--- src/rtl/lcap_pkg.sv ---
package lcap_pkg;

  typedef enum logic [1:0] {
    FLD_IDLE    = 2'd0,
    FLD_ARMED   = 2'd1,
    FLD_CAPTURE = 2'd2,
    FLD_DONE    = 2'd3
  } fld_state_t;

  typedef enum logic [1:0] {
    LN_IDLE   = 2'd0,
    LN_DELAY  = 2'd1,
    LN_WINDOW = 2'd2
  } ln_state_t;

endpackage

--- src/rtl/lcap_edge_sync.sv ---
module lcap_edge_sync #(
  parameter int N = 2
) (
  input  logic         clk,
  input  logic         rst_n,
  input  logic [N-1:0] din,
  output logic [N-1:0] rise
);

  for (genvar i = 0; i < N; i++) begin : g_bit
    logic meta_q, sync_q, prev_q;

    always_ff @(posedge clk or negedge rst_n) begin
      if (!rst_n) begin
        meta_q <= 1'b0;
        sync_q <= 1'b0;
        prev_q <= 1'b0;
      end else begin
        meta_q <= din[i];
        sync_q <= meta_q;
        prev_q <= sync_q;
      end
    end

    assign rise[i] = sync_q & ~prev_q;
  end

endmodule

--- src/rtl/lcap_line_timer.sv ---
module lcap_line_timer
  import lcap_pkg::*;
#(
  parameter int DLY_W = 8,
  parameter int WID_W = 9
) (
  input  logic             clk,
  input  logic             rst_n,
  input  logic             run,
  input  logic             hs_rise,
  input  logic [DLY_W-1:0] dly,
  input  logic [WID_W-1:0] wid,
  output logic             sample_en,
  output logic             pix_we
);

  localparam int CW = ((DLY_W > WID_W) ? DLY_W : WID_W) + 1;

  ln_state_t st_q, st_nx;
  logic [CW-1:0] cnt_q, cnt_nx;
  logic ph_q, ph_nx;
  logic tick;
  logic [CW-1:0] cnt_inc;

  assign tick    = ph_q && (st_q != LN_IDLE);
  assign cnt_inc = cnt_q + 1'b1;

  always_comb begin
    st_nx  = st_q;
    cnt_nx = cnt_q;
    ph_nx  = (st_q == LN_IDLE) ? 1'b0 : ~ph_q;
    unique case (st_q)
      LN_IDLE: begin
        if (run && hs_rise) begin
          st_nx  = LN_DELAY;
          cnt_nx = '0;
          ph_nx  = 1'b0;
        end
      end
      LN_DELAY: begin
        if (tick) begin
          if (cnt_inc >= CW'(dly)) begin
            st_nx  = LN_WINDOW;
            cnt_nx = '0;
          end else begin
            cnt_nx = cnt_inc;
          end
        end
      end
      LN_WINDOW: begin
        if (tick) begin
          if (cnt_inc >= CW'(wid)) begin
            st_nx  = LN_IDLE;
            cnt_nx = '0;
          end else begin
            cnt_nx = cnt_inc;
          end
        end
      end
      default: st_nx = LN_IDLE;
    endcase
    if (!run) begin
      st_nx  = LN_IDLE;
      cnt_nx = '0;
      ph_nx  = 1'b0;
    end
  end

  always_ff @(posedge clk or negedge rst_n) begin
    if (!rst_n) begin
      st_q  <= LN_IDLE;
      cnt_q <= '0;
      ph_q  <= 1'b0;
    end else begin
      st_q  <= st_nx;
      cnt_q <= cnt_nx;
      ph_q  <= ph_nx;
    end
  end

  assign sample_en = (st_q == LN_WINDOW);
  assign pix_we    = sample_en && ph_q;

  // writes are paced at one pixel per two clocks
  assert_we_paced_R4: assert property (@(posedge clk) disable iff (!rst_n)
    pix_we |=> !pix_we);

  // a window closes only right after a write tick or on an abort
  assert_window_close_R4: assert property (@(posedge clk) disable iff (!rst_n)
    $fell(sample_en) |-> ($past(pix_we) || !$past(run)));

  // a sync edge during an open window does not restart the line
  assert_hs_ignored_R6: assert property (@(posedge clk) disable iff (!rst_n)
    (sample_en && !pix_we && run) |=> sample_en || !run);

endmodule

--- src/rtl/lcap_addr_ctr.sv ---
module lcap_addr_ctr #(
  parameter int AW = 17
) (
  input  logic          clk,
  input  logic          rst_n,
  input  logic          clr,
  input  logic          adv,
  output logic [AW-1:0] addr,
  output logic          ovf
);

  localparam logic [AW-1:0] LAST = {AW{1'b1}};

  logic [AW-1:0] addr_nx;
  logic          ovf_nx;

  always_comb begin
    addr_nx = addr;
    ovf_nx  = ovf;
    if (clr) begin
      addr_nx = '0;
      ovf_nx  = 1'b0;
    end else if (adv) begin
      addr_nx = addr + 1'b1;
      if (addr == LAST) ovf_nx = 1'b1;
    end
  end

  always_ff @(posedge clk or negedge rst_n) begin
    if (!rst_n) begin
      addr <= '0;
      ovf  <= 1'b0;
    end else begin
      addr <= addr_nx;
      ovf  <= ovf_nx;
    end
  end

  assert_addr_step_R5: assert property (@(posedge clk) disable iff (!rst_n)
    (adv && !clr) |=> addr == $past(addr) + 1'b1);

  assert_addr_hold_R5: assert property (@(posedge clk) disable iff (!rst_n)
    (!adv && !clr) |=> $stable(addr));

  assert_ovf_sticky_R10: assert property (@(posedge clk) disable iff (!rst_n)
    (ovf && !clr) |=> ovf);

endmodule

--- src/rtl/line_capture_ctrl.sv ---
module line_capture_ctrl
  import lcap_pkg::*;
#(
  parameter int ADDR_W  = 17,
  parameter int DLY_W   = 8,
  parameter int WID_W   = 9,
  parameter int DEF_DLY = 20,
  parameter int DEF_WID = 250
) (
  input  logic              clk,
  input  logic              rst_n,
  input  logic              start_req,
  input  logic              done_ack,
  input  logic              vsync_in,
  input  logic              hsync_in,
  input  logic [DLY_W-1:0]  cfg_delay,
  input  logic [WID_W-1:0]  cfg_width,
  output logic              busy,
  output logic              done,
  output logic              sample_en,
  output logic              ram_we,
  output logic [ADDR_W-1:0] ram_addr,
  output logic              overflow
);

  localparam int SYNC_N = 2;
  localparam int VS_BIT = 1;
  localparam int HS_BIT = 0;

  // reset: asserted asynchronously, released on a clock edge
  logic rs_meta_q, rs_q;
  always_ff @(posedge clk or negedge rst_n) begin
    if (!rst_n) begin
      rs_meta_q <= 1'b0;
      rs_q      <= 1'b0;
    end else begin
      rs_meta_q <= 1'b1;
      rs_q      <= rs_meta_q;
    end
  end

  logic [SYNC_N-1:0] sync_rise;
  logic vs_rise, hs_rise;

  lcap_edge_sync #(.N(SYNC_N)) u_sync (
    .clk   (clk),
    .rst_n (rs_q),
    .din   ({vsync_in, hsync_in}),
    .rise  (sync_rise)
  );
  assign vs_rise = sync_rise[VS_BIT];
  assign hs_rise = sync_rise[HS_BIT];

  fld_state_t st_q, st_nx;
  logic accept;
  logic run;
  logic [DLY_W-1:0] dly_q;
  logic [WID_W-1:0] wid_q;

  assign accept = (st_q == FLD_IDLE) && start_req;

  always_comb begin
    st_nx = st_q;
    unique case (st_q)
      FLD_IDLE:    if (start_req) st_nx = FLD_ARMED;
      FLD_ARMED:   if (vs_rise)   st_nx = FLD_CAPTURE;
      FLD_CAPTURE: if (vs_rise)   st_nx = FLD_DONE;
      FLD_DONE:    if (done_ack)  st_nx = FLD_IDLE;
      default:                    st_nx = FLD_IDLE;
    endcase
  end

  always_ff @(posedge clk or negedge rs_q) begin
    if (!rs_q) begin
      st_q  <= FLD_IDLE;
      dly_q <= DLY_W'(DEF_DLY);
      wid_q <= WID_W'(DEF_WID);
    end else begin
      st_q <= st_nx;
      if (accept) begin
        dly_q <= cfg_delay;
        wid_q <= cfg_width;
      end
    end
  end

  assign run  = (st_nx == FLD_CAPTURE);
  assign busy = (st_q != FLD_IDLE);
  assign done = (st_q == FLD_DONE);

  lcap_line_timer #(.DLY_W(DLY_W), .WID_W(WID_W)) u_timer (
    .clk       (clk),
    .rst_n     (rs_q),
    .run       (run),
    .hs_rise   (hs_rise),
    .dly       (dly_q),
    .wid       (wid_q),
    .sample_en (sample_en),
    .pix_we    (ram_we)
  );

  lcap_addr_ctr #(.AW(ADDR_W)) u_addr (
    .clk   (clk),
    .rst_n (rs_q),
    .clr   (accept),
    .adv   (ram_we),
    .addr  (ram_addr),
    .ovf   (overflow)
  );

  assert_armed_quiet_R2: assert property (@(posedge clk) disable iff (!rs_q)
    (st_q == FLD_ARMED) |-> !sample_en);

  assert_done_quiet_R7: assert property (@(posedge clk) disable iff (!rs_q)
    done |-> (!sample_en && !ram_we));

  assert_ack_idle_R8: assert property (@(posedge clk) disable iff (!rs_q)
    (done && done_ack) |=> !busy);

  assert_busy_hold_R9: assert property (@(posedge clk) disable iff (!rs_q)
    (busy && !done) |=> busy);

endmodule

--- config.mk ---
export PLATFORM = sky130hd
export DESIGN_NAME = line_capture_ctrl
export DESIGN_NICKNAME = d
export VERILOG_FILES = /design/src/rtl/lcap_pkg.sv /design/src/rtl/lcap_edge_sync.sv /design/src/rtl/lcap_line_timer.sv /design/src/rtl/lcap_addr_ctr.sv /design/src/rtl/line_capture_ctrl.sv
export SDC_FILE = /design/constraint.sdc
export NUM_CORES = 1
export LEC_CHECK = 0
export CORE_MARGIN = 1.5
export CORE_UTILIZATION = 50
export CTS_CLUSTER_SIZE = 24
export DETAILED_ROUTE_END_ITERATION = 16
export GPL_TIMING_DRIVEN = 0
export PLACE_DENSITY = 0.74
export SLEW_MARGIN = 10
export SYNTH_ARGS = -nofsm -noshare
export SYNTH_HDL_FRONTEND = slang
export SYNTH_SLANG_ARGS = --single-unit
--- constraint.sdc ---
create_clock -name clk -period 4.5 [get_ports clk]
set_clock_uncertainty 0.1 [all_clocks]
set_input_delay 1.35 -clock clk [delete_from_list [all_inputs] [get_ports clk]]
set_output_delay 1.35 -clock clk [all_outputs]
set_load 0.01 [all_outputs]
==> results.md, run 1 <==
* Initial Utilization at 0.515
* Total wire length at 6010 um
* Mapped cell area at 0.00301 mm^2
* Core Region at 0.00585 mm^2
* Post-synth ARST share at 1.00
* Die width at 80.6 um
* Setup_tns at 0 ps
* Dpl hpwl at 4490 um
* Routability cong. at 0.841
* Worst EP required at 3050 ps
* Final Critical Period at 3410 ps
* Antenna Nets Post-Route at 0
* FF+latch area at 0.00146 mm^2
* Clock transition at the registers of the reported paths at 60 ps
* WL met2 at approximately 2900 um
* CTS tree: done
* Critical path type: flip-flop to output port
* Fmax at 293 MHz
* Overflow after GRT at 0
* Syn Nets at 347
* Lkg Pwr at 1.74 nW
* Setup crit end kind: output port
* Vias at 2307
* Initial drt markers at 93
* Final hold vios at 0
* Largest net degree at the start of global routing at 39
* Average cell area after synthesis at 10.0 um^2
* RSZ-0062 raised after global routing: no
* # Post-CTS Setup Buffers at 0
* Clock Sinks at 58
* Multi-input logic area at 0.00143 mm^2
* Critical Path Max Stage Delay at 550 ps
* Residual DRC count at 0
* Routed wire per std cell at between 10 and 15 um
* DR top layer: met4
* Max Cap Viol at 0
* Distinct cell type count after synthesis at 50
* Final Power at 1.60 mW
* Clock buffer depth at 2
* Ys flop type: dfrtp_1
* Crit-path max FO at 7
* Rows at 28
* WP data arrival at about 2000 ps
* Placed cell area at 0.00357 mm^2
* Delay-heaviest family, CP: buffers and inverters
* Ratio of cells with drive above 1 in the final layout at 0.0997
* Slowest CP cell: clkdlybuf4s50_1
* Worst vdd ir at about 0.29 mV
* Filler cells at ~480
* H-Tree Depth at 3
* Post_cts resized at 0
* Layout area overhead at 25.4%
* First-pass GRT wire length at 10300 um
* Fin crit share at 0.759
* Post-synthesis cell count at 300
* Tightest Hold Check Type: flip-flop to asynchronous set/reset pin
* Num CTS Buffers at 9
* Setup violators final at 0
* Initial antenna violation count at 0
* Max-slew headroom at 0.579
* # diodes at 0
* Buffers on Ports at 44
* Gr usage total at 0.214
* Post-CTS Hold Fix Bufs at 0
* Pwr/cell area at 425 mW/mm^2
* Crit-path cells: inv_1 > ha_1 > nand2_1 > clkinv_1 > clkdlybuf4s50_1
* Nets at 403
* Synth area leader: dfrtp_1
* Clock latency on the worst-skew pair at 340 ps
* Sequential share of the synthesized area at 0.485
* M1 WL at approximately 2900 um
* Avg Vias per Cell at roughly 5.3
* Share of the synthesized area in the top cell type at 0.416
* Synthesis warning total at 0
* Setup crit start kind: flip-flop
* Status: finished, final reports clean
* Worst Path Buf+Inv at 3
* Post-synth EDFFs at 0
* Worst Tran Pin Value at 629 ps
* CTS root buf: clkbuf_8
* Slew Limit Fails at 0
* Final instance area at 0.00377 mm^2
* Die area at 0.00650 mm^2
* Met3 WL post-DR at 238 um
* Detailed Routing Iterations Pass 1 at 4
* Die Span Y at 80.6 um
* # IOs at 45
* Synth Register Bits at 58
* Vias in the first global route at between 2000 and 2500
* Ranking of synthesized cells by area: dfrtp_1 42%, ha_1 10%, dfstp_2 7.0%
[cells in the final DEF, fill, tap and decap left out, types with 2 or more instances in the layout]
| cell type | synthesis | routed |
|---|---|---|
| nand2b_1 | 2 | 2 |
| nand3_1 | 10 | 10 |
| inv_1 | 24 | 24 |
| o21ai_0 | 21 | 21 |
| ha_1 | 24 | 24 |
| o211ai_1 | 3 | 3 |
| clkbuf_1 | 5 | 7 |
| a22o_1 | 5 | 5 |
| dfstp_2 | 8 | 8 |
| mux2_2 | 3 | 3 |
| a211oi_1 | 3 | 3 |
| a221oi_1 | 3 | 3 |
| clkbuf_8 | 0 | 12 |
| a21o_1 | 5 | 5 |
| clkdlybuf4s50_1 | 0 | 44 |
| or2_2 | 3 | 3 |
| xor2_1 | 14 | 14 |
| and4_1 | 5 | 5 |
| dfrtp_1 | 50 | 49 |
| and2_1 | 3 | 3 |
| nand4_1 | 6 | 6 |
| a21oi_1 | 5 | 5 |
| nor3_1 | 3 | 3 |
| xnor2_1 | 6 | 6 |
| nor2_1 | 24 | 24 |
| nand2_1 | 39 | 39 |
[per-stage QoR]
step                 util  setup slack, ps  hold slack [ps]  cells
finish              0.645             1090              116    436
global route        0.645              980              164    436
CTS                 0.645             1060              131    436
detailed placement  0.609             1110              134    420
global placement    0.606             1160              234    419
floorplan               -             1670              231    300
[registers in the layout, summed over array words and instances (netlist names), 8 cells and up]
register       cells
u_addr.addr       17
u_timer.cnt_q     10
wid_q              9
dly_q              8
[power breakdown]
group,internal [mW],switching [mW],total (mW)
Combinational,0.175,0.246,0.421
Sequential,0.640,0.0467,0.687
Clock,0.301,0.194,0.494
Total,1.12,0.487,1.60
[final cells by class]
type	count	area share
buffer	6	0.00597
clock buffer	14	0.0458
clock inverter	2	0.00928
inverter	25	0.0249
multi-input combinational	211	0.380
sequential	58	0.388
tap	75	0.0249
timing repair buffer	45	0.122
[synth_stat cells (5+ instances only)]
master,n
dfrtp_1,50
a22o_1,5
nand4_1,6
nand3_1,10
clkbuf_1,5
xnor2_1,6
nand2_1,39
inv_1,24
ha_1,24
a21o_1,5
nor2_1,24
a21oi_1,5
and4_1,5
o21ai_0,21
xor2_1,14
dfstp_2,8
[routing by layer]
metal  track usage  up-vias
met5             0        -
met2         0.350       45
met3        0.0625        7
met1         0.271     1105
met4        0.0672        0
li1              -     1150
[cells by family after synthesis]
logic type / after synthesis / share of synthesized area
and+or+nand+nor: 109 / 0.185
AOI/OAI and AO/OA: 54 / 0.120
muxes: 3 / 0.0112
DFF: 58 / 0.485
xor gates and xnor gates: 20 / 0.0582
adders and majority gates: 24 / 0.0998
other: 1 / 0.00125
buffers and inverters: 31 / 0.0387
[path summary, 6_finish.rpt]
| check | slack (ps) | to | cells past startpoint | from |
|---|---|---|---|---|
| max reg2reg | 1380 | u_timer.cnt_q[0]$_DFFE_PN0P_ | 13 | u_timer.cnt_q[0]$_DFFE_PN0P_ |
| max | 1090 | ram_we | 5 | u_timer.st_q[0]$_DFFE_PN0P_ |
| min reg2reg | 120 | u_timer.st_q[0]$_DFFE_PN0P_ | 0 | rs_q$_DFF_PN0_ |
| max in group asynchronous | 3090 | rs_q$_DFF_PN0_ | 1 | rst_n |
| min | 120 | u_timer.st_q[0]$_DFFE_PN0P_ | 0 | rs_q$_DFF_PN0_ |
| min in group clk | 250 | rs_q$_DFF_PN0_ | 0 | rs_meta_q$_DFF_PN0_ |
Power figures use the tool's default switching activity.
==> run 2, diff against run 1 <==
--- a/config.mk
+++ b/config.mk
@@ -6,11 +6,11 @@
 export NUM_CORES = 1
 export LEC_CHECK = 0
 export CORE_MARGIN = 1.5
-export CORE_UTILIZATION = 50
+export CORE_UTILIZATION = 49
 export CTS_CLUSTER_SIZE = 24
 export DETAILED_ROUTE_END_ITERATION = 16
 export GPL_TIMING_DRIVEN = 0
-export PLACE_DENSITY = 0.74
+export PLACE_DENSITY = 0.75
 export SLEW_MARGIN = 10
 export SYNTH_ARGS = -nofsm -noshare
 export SYNTH_HDL_FRONTEND = slang
==> constraint.sdc (replaced) <==
create_clock -name clk -period 3.1 [get_ports clk]
set_clock_uncertainty 0.1 [all_clocks]
set_input_delay 0.93 -clock clk [delete_from_list [all_inputs] [get_ports clk]]
set_output_delay 0.93 -clock clk [all_outputs]
set_load 0.01 [all_outputs]
==> run 2 against run 1 <==
Non-clock buffer count increased by 4. Via count increased by 1.7%. Clock-buffer cell count down 3. Die area grew 2.0%. Register-to-register slack got worse by 1200 ps. Largest power group unchanged. Sequential cell count did not move. Combinational power increased by 43%.
==> results.md, run 2 (synthesis results as in run 1) <==
* Internal cell power at 1.49 mW (+34%)
* Logic gate share of total power at 0.272 (+0.009)
* Worst EP required at 2070 ps (-980 ps)
* Fmax at 340 MHz
* Lkg Pwr at 1.73 nW (about the same)
* Clock latency on the worst-skew pair at 350 ps (about the same)
* Clk pwr share at 0.276 (-0.033)
* Final Core Density at 0.640 (-0.00489)
* P_sw at 721 uW (+48%)
* Layout area overhead at 25.9%
* Clock buffer depth at 2 (unchanged)
* # diodes at 0 (unchanged)
* Detailed Routing Iterations Pass 1 at 4 (unchanged)
* Biggest regs: u_addr.addr (17), u_timer.cnt_q (10), wid_q (9)
* Dpl hpwl at 4450 um (-1.0%)
* Hold slack at 163 ps (+46.3 ps)
* Final hold vios at 0 (unchanged)
* Core Region at 0.00592 mm^2 (+1.2%)
* Die width at 81.4 um (+0.97%)
* H-Tree Depth at 3 (unchanged)
* Initial antenna violation count at 0 (unchanged)
* Routability cong. at 0.814 (-3.1%)
* Crit-path cells: inv_1 > ha_2 > nand2_1 > clkinv_1 > clkdlybuf4s50_1
* Avg Vias per Cell at 5.33 (+0.77%)
* Filler cells at 504 (+5.4%)
* Routed wire per std cell at 13.7 um (-0.40%)
* Nets at 407 (+0.99%)
* Slowest CP cell: clkdlybuf4s50_1
* Die Span Y at 81.4 um (+0.97%)
* Critical path type: flip-flop to output port
* Antenna Nets Post-Route at 0 (unchanged)
* Gr usage total at 0.210 (-0.00429)
* Overflow after GRT at 0 (unchanged)
* Pwr/cell area at 584 mW/mm^2 (+38%)
* # IOs at 45 (unchanged)
* Largest register by flop count: u_addr.addr
* Most common cell after layout, fill and taps aside: dfrtp_1
* Largest net degree at the start of global routing at 33 (-15%)
* Initial Utilization at 0.508 (-0.00609)
* Vias in the first global route at 2256 (-1.1%)
* CTS root buf: clkbuf_8
* First-pass GRT wire length at 10200 um (-0.80%)
* Setup violators final at 0 (unchanged)
* Die area at 0.00662 mm^2 (+2.0%)
* Critical Path Max Stage Delay at 550 ps (about the same)
* Switching fraction of total power at 0.326 (+0.0222)
* Setup crit end kind: output port
* Most frequent cells in the layout: 48 x dfrtp_1, 44 x clkdlybuf4s50_1, 38 x nand2_1, 24 x inv_1, 24 x nor2_1
* Setup_tns at 0 ps (unchanged)
* Setup crit start kind: flip-flop
* Final Power at 2.21 mW (+38%)
* Initial drt markers at 84 (-9.7%)
* Slew Limit Fails at 0 (unchanged)
* Status: finished, final reports clean
* Total wire length at 6050 um (+0.52%)
* Crit-path max FO at 7 (unchanged)
* Fin crit share at 0.950
* Clock Sinks at 58 (unchanged)
* CTS tree: done
* Final Critical Period at 2940 ps
* Worst Tran Pin Value at 616 ps (-12.1 ps)
* Largest register FFs at 17 (unchanged)
* Num CTS Buffers at 9 (unchanged)
* WP data arrival at 1910 ps (-50 ps)
* Buffers on Ports at 44 (unchanged)
* Max-slew headroom at 0.587 (+0.00808)
* Register share of total power at 0.451 (+0.022)
* Max Cap Viol at 0 (unchanged)
* Tightest Hold Check Type: flip-flop to asynchronous set/reset pin
* Vias at 2346 (+1.7%)
* Clock transition at the registers of the reported paths at 70 ps (about the same)
* RSZ-0062 raised after global routing: no
* Residual DRC count at 0 (unchanged)
* Worst vdd ir at 0.463 mV (+61%)
* Rows at 28 (unchanged)
* Ratio of cells with drive above 1 in the final layout at 0.129 (+0.0290)
-- run 2: critical path, delay by kind of cell, from the launching register on --
| family | cells | cell delay, ps |
|---|---|---|
| flops | 1 | 380 |
| simple gates | 1 | 120 |
| fa+ha+maj | 1 | 240 |
| buf+inv | 3 | 820 |
-- run 2: area by class of cell --
cell class	instances	area (um^2)	share of cell area
well taps	75	93.8	0.0248
plain buffers	6	22.5	0.00594
inverters	25	93.8	0.0248
flip-flops and latches	58	1460	0.386
clock buffers	11	141	0.0373
multi-input cells	211	1450	0.383
repair buffers	49	490	0.129
clock inverters	5	31.3	0.00825
-- run 2: worst paths after layout --
path,from,to,slack (ps),cells past startpoint
max,u_timer.st_q[0]$_DFFE_PN0P_,ram_we,160,5
min,rs_q$_DFF_PN0_,u_addr.addr[1]$_DFFE_PN0P_,160,0
max reg2reg,u_timer.cnt_q[1]$_DFFE_PN0P_,u_timer.cnt_q[0]$_DFFE_PN0P_,180,13
min reg2reg,rs_q$_DFF_PN0_,u_addr.addr[1]$_DFFE_PN0P_,160,0
max in group asynchronous,rs_q$_DFF_PN0_,wid_q[7]$_DFFE_PN1P_,2080,1
min in group clk,u_sync.g_bit[1].meta_q$_DFF_PN0_,u_sync.g_bit[1].sync_q$_DFF_PN0_,250,0
-- run 2: routing by layer --
layer,share of wire,routed length [um],vias up,global-route usage
met3,0.050,303,6,0.0820
li1,-,-,1163,-
met1,0.46,2770,1117,0.259
met2,0.48,2920,60,0.340
met4,0.0096,58,0,0.0569
met5,0,0,-,0
-- run 2: per-stage QoR --
step | setup slack, ps | cells | cell area, um^2
finish | 155 | 440 | 3790
CTS | 4.91 | 436 | 3740
global placement | 22.6 | 419 | 3540
global route | 0.741 | 440 | 3790
floorplan | 273 | 300 | 3010
detailed placement | 22.9 | 420 | 3570
-- run 2: timing repair --
item	in CTS	in global routing
endpoints found under the setup margin	0	11
resized for setup	0	6
setup buffers	0	4
hold buffers	0	0
-- run 2: power by group through the flow --
stage | logic [mW] | clock network (mW) | registers, mW
floorplan | 0.416 | 0 | 0.998
global placement | 0.576 | 0 | 1.01
detailed placement | 0.603 | 0 | 1.01
CTS | 0.609 | 0.627 | 0.998
global route | 0.701 | 0.664 | 1.01
finish | 0.603 | 0.611 | 0.999
